--- config.mk ---
export PLATFORM = sky130hd
export DESIGN_NAME = ptr_i2c_target
export DESIGN_NICKNAME = d
export VERILOG_FILES = /design/src/rtl/ptr_i2c_pkg.sv /design/src/rtl/ptr_i2c_line_cond.sv /design/src/rtl/ptr_i2c_regbank.sv /design/src/rtl/ptr_i2c_fsm.sv /design/src/rtl/ptr_i2c_target.sv
export SDC_FILE = /design/constraint.sdc
export NUM_CORES = 1
export LEC_CHECK = 0
export ABC_AREA = 1
export CAP_MARGIN = 20
export CELL_PAD_IN_SITES_DETAIL_PLACEMENT = 1
export CELL_PAD_IN_SITES_GLOBAL_PLACEMENT = 1
export CORE_MARGIN = 3
export CORE_UTILIZATION = 23
export CTS_BUF_LIST = sky130_fd_sc_hd__clkbuf_16
export CTS_CLUSTER_SIZE = 40
export DETAILED_ROUTE_END_ITERATION = 7
export PLACE_DENSITY = 0.43
export SETUP_SLACK_MARGIN = 0.4
export SYNTH_ARGS = -nofsm -noshare
export SYNTH_HDL_FRONTEND = slang
export SYNTH_SLANG_ARGS = --single-unit
--- constraint.sdc ---
create_clock -name clk -period 4.2 [get_ports clk]
set_input_delay 1.26 -clock clk [delete_from_list [all_inputs] [get_ports clk]]
set_output_delay 1.26 -clock clk [all_outputs]
set_load 0.05 [all_outputs]
--- src/rtl/ptr_i2c_pkg.sv ---
// Package: shared types and sizes for the pointer-addressed serial target.
// Assumes: bytes are 8 bits and registers are two bytes wide.
package ptr_i2c_pkg;

    localparam int BYTE_W = 8;
    localparam int WORD_W = 2 * BYTE_W;

    // Protocol engine state
    typedef enum logic [2:0] {
        ST_IDLE,    // waiting for START
        ST_RX,      // shifting in a byte from the controller
        ST_ACK,     // ninth clock of a received byte
        ST_TX,      // shifting out a read byte
        ST_MACK,    // controller ACK/NACK slot after a read byte
        ST_IGNORE   // transaction refused, wait for START or STOP
    } tgt_state_e;

    // Which byte of a write transaction is being received
    typedef enum logic [1:0] {
        PH_ADDR,
        PH_PTR,
        PH_DATA
    } rx_phase_e;

endpackage

--- src/rtl/ptr_i2c_line_cond.sv ---
// Module: bus line conditioner.
// Synchronises SCL and SDA into the clk domain and reports SCL edges,
// START and STOP as single-cycle pulses.
// Assumes: clk is several times faster than SCL; the idle bus is high.
module ptr_i2c_line_cond #(
    parameter int SYNC_N = 2
) (
    input  logic clk,
    input  logic rst_n,
    input  logic scl_i,
    input  logic sda_i,
    output logic scl_s,
    output logic sda_s,
    output logic scl_rise,
    output logic scl_fall,
    output logic start_det,
    output logic stop_det
);

    logic [SYNC_N-1:0] scl_pipe;
    logic [SYNC_N-1:0] sda_pipe;
    logic              scl_d;
    logic              sda_d;

    // Synchronise both lines and keep one cycle of history for edge detection
    always_ff @(posedge clk) begin : sync_lines
        if (!rst_n) begin
            scl_pipe <= '1;
            sda_pipe <= '1;
            scl_d    <= 1'b1;
            sda_d    <= 1'b1;
        end else begin
            scl_pipe <= {scl_pipe[SYNC_N-2:0], scl_i};
            sda_pipe <= {sda_pipe[SYNC_N-2:0], sda_i};
            scl_d    <= scl_pipe[SYNC_N-1];
            sda_d    <= sda_pipe[SYNC_N-1];
        end
    end

    assign scl_s = scl_pipe[SYNC_N-1];
    assign sda_s = sda_pipe[SYNC_N-1];

    // Decode clock edges and bus conditions from the synchronised lines
    always_comb begin : decode_cond
        scl_rise  = scl_s & ~scl_d;
        scl_fall  = ~scl_s & scl_d;
        start_det = scl_s & scl_d & sda_d & ~sda_s;
        stop_det  = scl_s & scl_d & ~sda_d & sda_s;
    end

endmodule

--- src/rtl/ptr_i2c_regbank.sv ---
// Module: register bank behind the serial target.
// Holds NUM_RW read/write words at pointers 0..NUM_RW-1 and RO_NUM
// constant words from pointer RO_BASE upward. Reports whether the looked-up
// pointer is mapped and whether it is read-only. An unmapped pointer reads 0.
// Assumes: wr_en is raised only for read/write pointers.
module ptr_i2c_regbank
    import ptr_i2c_pkg::*;
#(
    parameter int                     NUM_RW    = 4,
    parameter int                     RO_BASE   = 254,
    parameter int                     RO_NUM    = 2,
    parameter logic [RO_NUM*WORD_W-1:0] RO_VALUES = {16'h1E07, 16'hA5C3}
) (
    input  logic              clk,
    input  logic              rst_n,
    input  logic [BYTE_W-1:0] ptr,
    input  logic              wr_en,
    input  logic [WORD_W-1:0] wr_data,
    output logic [WORD_W-1:0] rd_data,
    output logic              ptr_valid,
    output logic              ptr_ro
);

    logic [NUM_RW-1:0][WORD_W-1:0] rw_q;

    // Store a committed word into the selected read/write register
    always_ff @(posedge clk) begin : rw_store
        if (!rst_n) begin
            rw_q <= '0;
        end else begin
            for (int k = 0; k < NUM_RW; k++) begin
                if (wr_en && int'(ptr) == k) begin
                    rw_q[k] <= wr_data;
                end
            end
        end
    end

    // Decode the pointer map and select the read word
    always_comb begin : map_lookup
        logic hit_rw;
        logic hit_ro;
        hit_rw  = 1'b0;
        hit_ro  = 1'b0;
        rd_data = '0;
        for (int k = 0; k < NUM_RW; k++) begin
            if (int'(ptr) == k) begin
                hit_rw  = 1'b1;
                rd_data = rw_q[k];
            end
        end
        for (int k = 0; k < RO_NUM; k++) begin
            if (int'(ptr) == RO_BASE + k) begin
                hit_ro  = 1'b1;
                rd_data = RO_VALUES[k*WORD_W +: WORD_W];
            end
        end
        ptr_valid = hit_rw | hit_ro;
        ptr_ro    = hit_ro;
    end

endmodule

--- src/rtl/ptr_i2c_fsm.sv ---
// Module: protocol engine of the serial target.
// Shifts bytes in on SCL rising edges and changes the SDA enable only
// after SCL falling edges. Decodes the address, stores the pointer,
// assembles two-byte writes and serialises two-byte reads.
// Assumes: edge and condition pulses come from ptr_i2c_line_cond, and the
// bank answers pointer lookups combinationally.
module ptr_i2c_fsm
    import ptr_i2c_pkg::*;
#(
    parameter logic [6:0] TGT_ADDR = 7'h50
) (
    input  logic              clk,
    input  logic              rst_n,
    input  logic              sda_s,
    input  logic              scl_rise,
    input  logic              scl_fall,
    input  logic              start_det,
    input  logic              stop_det,
    input  logic              ptr_valid,
    input  logic              ptr_ro,
    input  logic [WORD_W-1:0] rd_data,
    output logic [BYTE_W-1:0] ptr_q,
    output logic              wr_en,
    output logic [WORD_W-1:0] wr_data,
    output logic              sda_oe,
    output tgt_state_e        state_o
);

    localparam int CNT_W = $clog2(BYTE_W + 1);
    localparam logic [CNT_W-1:0] CNT_FULL = CNT_W'(BYTE_W);

    tgt_state_e        state;
    rx_phase_e         phase;
    logic [CNT_W-1:0]  bit_cnt;
    logic [BYTE_W-1:0] rx_sh;
    logic [BYTE_W-1:0] tx_sh;
    logic [BYTE_W-1:0] last_byte;
    logic [BYTE_W-1:0] hold_msb;
    logic              rnw;
    logic              lo_next;
    logic              tx_lsb;
    logic              mack;
    logic              sda_oe_q;
    logic              wr_en_q;
    logic [WORD_W-1:0] wr_data_q;
    logic [BYTE_W-1:0] rx_next;

    assign rx_next = {rx_sh[BYTE_W-2:0], sda_s};

    // Sequence the bus protocol: receive, acknowledge, transmit, refuse
    always_ff @(posedge clk) begin : proto_seq
        wr_en_q <= 1'b0;
        if (!rst_n) begin
            state     <= ST_IDLE;
            phase     <= PH_ADDR;
            bit_cnt   <= '0;
            rx_sh     <= '0;
            tx_sh     <= '0;
            last_byte <= '0;
            hold_msb  <= '0;
            rnw       <= 1'b0;
            lo_next   <= 1'b0;
            tx_lsb    <= 1'b0;
            mack      <= 1'b0;
            sda_oe_q  <= 1'b0;
            ptr_q     <= '0;
            wr_data_q <= '0;
        end else if (start_det) begin
            state    <= ST_RX;
            phase    <= PH_ADDR;
            bit_cnt  <= '0;
            lo_next  <= 1'b0;
            sda_oe_q <= 1'b0;
        end else if (stop_det) begin
            state    <= ST_IDLE;
            sda_oe_q <= 1'b0;
        end else begin
            case (state)
                ST_RX: begin
                    if (scl_rise && bit_cnt != CNT_FULL) begin
                        rx_sh   <= rx_next;
                        bit_cnt <= bit_cnt + 1'b1;
                        if (phase == PH_PTR && bit_cnt == CNT_FULL - 1'b1) begin
                            ptr_q <= rx_next;
                        end
                    end else if (scl_fall && bit_cnt == CNT_FULL) begin
                        bit_cnt <= '0;
                        case (phase)
                            PH_ADDR: begin
                                if (rx_sh[BYTE_W-1:1] == TGT_ADDR) begin
                                    rnw      <= rx_sh[0];
                                    sda_oe_q <= 1'b1;
                                    state    <= ST_ACK;
                                end else begin
                                    state    <= ST_IGNORE;
                                end
                            end
                            PH_PTR: begin
                                if (ptr_valid) begin
                                    sda_oe_q <= 1'b1;
                                    state    <= ST_ACK;
                                end else begin
                                    state    <= ST_IGNORE;
                                end
                            end
                            default: begin
                                last_byte <= rx_sh;
                                sda_oe_q  <= ~ptr_ro;
                                state     <= ST_ACK;
                            end
                        endcase
                    end
                end
                ST_ACK: begin
                    if (scl_fall) begin
                        if (phase == PH_ADDR && rnw) begin
                            tx_sh    <= rd_data[WORD_W-1:BYTE_W];
                            sda_oe_q <= ~rd_data[WORD_W-1];
                            tx_lsb   <= 1'b1;
                            bit_cnt  <= CNT_W'(1);
                            state    <= ST_TX;
                        end else begin
                            sda_oe_q <= 1'b0;
                            state    <= ST_RX;
                            if (phase == PH_ADDR) begin
                                phase <= PH_PTR;
                            end else if (phase == PH_PTR) begin
                                phase <= PH_DATA;
                            end else if (!ptr_ro) begin
                                if (lo_next) begin
                                    wr_en_q   <= 1'b1;
                                    wr_data_q <= {hold_msb, last_byte};
                                    lo_next   <= 1'b0;
                                end else begin
                                    hold_msb <= last_byte;
                                    lo_next  <= 1'b1;
                                end
                            end
                        end
                    end
                end
                ST_TX: begin
                    if (scl_fall) begin
                        if (bit_cnt == CNT_FULL) begin
                            sda_oe_q <= 1'b0;
                            state    <= ST_MACK;
                        end else begin
                            sda_oe_q <= ~tx_sh[BYTE_W-2];
                            tx_sh    <= tx_sh << 1;
                            bit_cnt  <= bit_cnt + 1'b1;
                        end
                    end
                end
                ST_MACK: begin
                    if (scl_rise) begin
                        mack <= ~sda_s;
                    end else if (scl_fall) begin
                        if (mack) begin
                            if (tx_lsb) begin
                                tx_sh    <= rd_data[BYTE_W-1:0];
                                sda_oe_q <= ~rd_data[BYTE_W-1];
                            end else begin
                                tx_sh    <= rd_data[WORD_W-1:BYTE_W];
                                sda_oe_q <= ~rd_data[WORD_W-1];
                            end
                            tx_lsb  <= ~tx_lsb;
                            bit_cnt <= CNT_W'(1);
                            state   <= ST_TX;
                        end else begin
                            sda_oe_q <= 1'b0;
                            state    <= ST_IGNORE;
                        end
                    end
                end
                default: begin
                    sda_oe_q <= 1'b0;
                end
            endcase
        end
    end

    assign sda_oe  = sda_oe_q;
    assign wr_en   = wr_en_q;
    assign wr_data = wr_data_q;
    assign state_o = state;

endmodule

--- src/rtl/ptr_i2c_target.sv ---
// Module: pointer-addressed serial register target (top).
// Joins the line conditioner, the protocol engine and the register bank.
// SDA is open drain: sda_oe high means the pad pulls SDA low.
// Assumes: scl_i and sda_i are the pad levels, including the target's own drive.
module ptr_i2c_target
    import ptr_i2c_pkg::*;
#(
    parameter logic [6:0]               TGT_ADDR  = 7'h50,
    parameter int                       NUM_RW    = 4,
    parameter int                       RO_BASE   = 254,
    parameter int                       RO_NUM    = 2,
    parameter logic [RO_NUM*WORD_W-1:0] RO_VALUES = {16'h1E07, 16'hA5C3},
    parameter int                       SYNC_N    = 2
) (
    input  logic clk,
    input  logic rst_n,
    input  logic scl_i,
    input  logic sda_i,
    output logic sda_oe
);

    logic              scl_s;
    logic              sda_s;
    logic              scl_rise;
    logic              scl_fall;
    logic              start_det;
    logic              stop_det;
    logic              ptr_valid;
    logic              ptr_ro;
    logic              wr_en;
    logic [WORD_W-1:0] wr_data;
    logic [WORD_W-1:0] rd_data;
    logic [BYTE_W-1:0] ptr_q;
    tgt_state_e        fsm_state;

    ptr_i2c_line_cond #(.SYNC_N(SYNC_N)) u_cond (
        .clk       (clk),
        .rst_n     (rst_n),
        .scl_i     (scl_i),
        .sda_i     (sda_i),
        .scl_s     (scl_s),
        .sda_s     (sda_s),
        .scl_rise  (scl_rise),
        .scl_fall  (scl_fall),
        .start_det (start_det),
        .stop_det  (stop_det)
    );

    ptr_i2c_fsm #(.TGT_ADDR(TGT_ADDR)) u_fsm (
        .clk       (clk),
        .rst_n     (rst_n),
        .sda_s     (sda_s),
        .scl_rise  (scl_rise),
        .scl_fall  (scl_fall),
        .start_det (start_det),
        .stop_det  (stop_det),
        .ptr_valid (ptr_valid),
        .ptr_ro    (ptr_ro),
        .rd_data   (rd_data),
        .ptr_q     (ptr_q),
        .wr_en     (wr_en),
        .wr_data   (wr_data),
        .sda_oe    (sda_oe),
        .state_o   (fsm_state)
    );

    ptr_i2c_regbank #(
        .NUM_RW    (NUM_RW),
        .RO_BASE   (RO_BASE),
        .RO_NUM    (RO_NUM),
        .RO_VALUES (RO_VALUES)
    ) u_bank (
        .clk       (clk),
        .rst_n     (rst_n),
        .ptr       (ptr_q),
        .wr_en     (wr_en),
        .wr_data   (wr_data),
        .rd_data   (rd_data),
        .ptr_valid (ptr_valid),
        .ptr_ro    (ptr_ro)
    );

endmodule

==> metrics.md <==
| Metric | Value |
|---|---|
| Status | finished clean |
| Power density over cell area | roughly 450 nW/um2 |
| Min Clock Period, post-route | between 2 and 3 ns |
| Minimum setup slack among reg-to-reg paths | 1.75 ns |
| Number of setup violations in the final report | 0 |
| Antenna viol nets, final | 0 |
| Worst slack after detailed placement | between 1 and 1.5 ns |
| Synth Instances | 814 |
| Maximum number of pins on one net before global-route repair | 70 |
| Clock transition at the registers of the reported paths | roughly 0.060 ns |
| Maximum buffer depth of the clock tree | 2 |
| Net count after synthesis | 820 |
| Worst reg2reg path startpoint | u_fsm.bit_cnt[0] |
| Synth warn | 0 |
| Startpoint class of the critical path | register |
| Total Routing Usage GR | 14.91% |
| Most numerous cell in the Yosys netlist | dfxtp_1 |
| Critical path required time | roughly 2.9 ns |
| Fraction of registers with async set or reset after synthesis | 0% |
| Final weighted congestion in routability-driven placement | approximately 0.84 |
| Cells traversed along the worst timing path | clkdlybuf4s50_1 |
| Biggest area contributors in the synthesized netlist | dfxtp_1 (46%), a21oi_1 (9.3%), o21ai_0 (8.5%), nand2_1 (7.4%), inv_1 (5.0%) |
| Critical path class | reg2out |
| # DRC | 0 |
| Final worst setup slack | 1.370 ns |
| Ports | 5 |
| Critical path destination | sda_oe |
| Most frequent cells after synthesis | dfxtp_1 (140), nand2_1 (121), a21oi_1 (114) |
| Overall overflow remaining after global route | 0 |
| Critical path buffers and inverters | 1 |
| Final-layout worst hold slack | 0.4140 ns |
| LEAKAGE | about 2.7 nW |
| H-tree depth | 4 |
| Post-layout power | between 0.003 and 0.004 W |
| Count of standard-cell rows | 59 |
| Number of cells on the worst reg-to-reg path | 9 |
| Count of hold-fix buffers inserted at cts | 0 |
| Setup Skew | 0.01163 ns |
| ANT cells | 0 |
| Number of global-route vias before repair | 5685 |
| Post-CTS resize count | 0 |
| Post-synth cell types | 36 |
| Sort of element at the end of the critical path | output port |
| Proportion of netlist area held by the largest area contributor | between 40 and 50% |
| Antenna violations before repair | 0 |
| Height of the chip | between 150 and 200 um |
| Routed WL | 20.46 mm |
| Endpoint arrival time on the critical path | 1.57 ns |
| Clock sinks | between 100 and 150 |
| Skew-Pair Late Insertion Delay | ~0.43 ns |
| Path type of the worst min-delay path | reg2reg |
| Die Area | ~29000 um2 |
| Part of the Yosys area used for sequential elements | a little under half |
| Average instance area after synthesis | about 7.5 um2 |
| Post-detailed-placement half-perimeter wirelength | ~14 mm |
| Leading register cell type out of synthesis | dfxtp_1 |
| Vias per std cell | roughly 4.6 |
| Horizontal die dimension | 169.2 um |
| Post-Synthesis Cell Area | about 6100 um2 |
| Maximum fanout encountered on the critical timing path | 2 |
| Share of layout cells above drive strength 1 | about a tenth |
| Synthesis-stage register bit count | 140 |
| Reg2Reg Capture Point | u_fsm.ptr_q[6] |
| Starting DRT DRC Count | between 200 and 300 |
| Peak Freq | between 300 and 400 MHz |
| Worst setup path startpoint | u_fsm.sda_oe |
| Synth-to-layout area growth | 14.48% |
| Slew headroom | a little under two fifths |
| Count of fill cells added during filler insertion | 3202 |
| Number of enable-type register cells in the synthesized netlist | 0 |
| Number of buffer cells added on primary ports | 4 |
| Period utilization | approximately two thirds |
| Top delay family on crit path | buffers and inverters |
| Max IR drop VDD | a little under 0.2 mV |
| Post-CTS setup-driven buffer insertion count | 0 |
| Standard cell core area | around 26000 um2 |
| Clock Root Buffer | clkbuf_16 |
| Largest area contributor in the netlist | dfxtp_1 |
| Max cap viols | 0 |
| Max-slew violation count | 0 |
| Number of hold violations in the final report | 0 |
| Final #Nets | 814 |
| Global-route wire length before repair | about 33 mm |
| Inserted Clock Buffers | 17 |
| Transition at the pin with the smallest max-transition slack | a little over 0.9 ns |
| Area after DPL | about 6400 um2 |
| Routed wire length per instance | around 18 um |
| Crit-path slowest cell | clkdlybuf4s50_1 |
| TritonCTS clock tree | yes |
| Number of vias after detailed routing | around 5300 |
| Crit path largest cell delay | roughly 0.8 ns |
| Effective utilization at floorplan | between 20% and 30% |
| Setup repair after global routing missed its margin | false |
| Detailed Routing Iterations Pass 1 | 4 |
| Total number of cells along the worst setup path | 1 |
| Fin Setup TNS | 0 ns |
| Post-route standard cell area excluding fillers | approximately 7000 um2 |
## routing by layer
metal | track usage [%] | vias up | routed length [um]
met4 | 3.912 | 0 | 218
li1 | - | 2698 | -
met3 | 2.516 | 14 | 308
met1 | 20.35 | 2589 | 10360
met2 | 24.54 | 30 | 9573
met5 | 0 | - | 0
## cell usage in the layout (no fill, tap or decap), types with 3 or more instances in the layout
master / count
dfxtp_1: 140
nand2_1: 121
a21oi_1: 114
o21ai_0: 104
inv_1: 83
nor2_1: 81
nand3_1: 27
a211oi_1: 24
clkbuf_16: 17
inv_2: 11
nor3_1: 11
nand4_1: 8
nor2_4: 7
or2_2: 7
nand2_2: 6
nand3_2: 6
nor2_2: 5
a31oi_1: 5
o211ai_1: 3
clkinv_2: 3
clkinv_4: 3
inv_6: 3
clkinvlp_4: 3
clkdlybuf4s50_1: 3
buf_4: 3
## flip-flops by register name (all words and copies together), names as in the netlist
signal	flops
u_fsm.rnw	1
u_fsm.hold_msb	8
u_fsm.lo_next	1
u_fsm.phase	2
u_fsm.tx_sh	7
u_fsm.tx_lsb	1
u_bank.rw_q	64
u_fsm.mack	1
u_fsm.sda_oe	1
u_fsm.wr_data	16
u_cond.sda_d	1
u_fsm.last_byte	8
u_cond.scl_d	1
u_fsm.ptr_q	8
u_cond.sda_pipe	2
u_cond.scl_pipe	2
u_fsm.bit_cnt	4
u_fsm.state_o	3
u_fsm.wr_en	1
u_fsm.rx_sh	8
## how the worst min path moves through the flow
stage / start / to / depth (start not counted)
floorplan: u_cond.scl_pipe[0] / u_cond.scl_pipe[1] / 1
global placement: u_cond.scl_pipe[0] / u_cond.scl_pipe[1] / 1
detailed placement: u_cond.scl_pipe[0] / u_cond.scl_pipe[1] / 1
CTS: u_cond.scl_pipe[0] / u_cond.scl_pipe[1] / 1
global route: u_cond.sda_pipe[0] / u_cond.sda_pipe[1] / 1
finish: u_cond.scl_pipe[0] / u_cond.scl_pipe[1] / 1
## logic make-up after synthesis
group                      synth area share (%)
buffers and inverters                     8.823
and+or+nand+nor                           22.39
DFF                                       45.75
AOI/OAI and AO/OA                         22.49
adders and majority gates                0.4084
xor gates and xnor gates                 0.1430
## stage by stage
step | std cells | utilization [%]
global placement | 1122 | 24.61
detailed placement | 1122 | 24.61
finish | 1156 | 26.84
floorplan | 814 | -
CTS | 1154 | 26.63
global route | 1156 | 26.84
## report_power, final
part / internal [W] / switching (W) / total (W)
Sequential: 0.00138 / 0.0000413 / 0.00142
Clock: 0.000752 / 0.000636 / 0.00139
Combinational: 0.000113 / 0.000255 / 0.000368
Total: 0.00225 / 0.000932 / 0.00318
## layout make-up
| cell class | instances | area, um2 | share of cell area, % |
|---|---|---|---|
| clock buffers | 17 | 425.4 | 6.066 |
| clock inverters | 15 | 101.3 | 1.445 |
| inverters | 93 | 349.1 | 4.978 |
| multi-input cells | 546 | 2783 | 39.68 |
| flip-flops and latches | 140 | 2803 | 39.96 |
| well taps | 335 | 419.2 | 5.977 |
| repair buffers | 10 | 132.6 | 1.891 |
No activity file was read; power rests on OpenSTA's default activity.
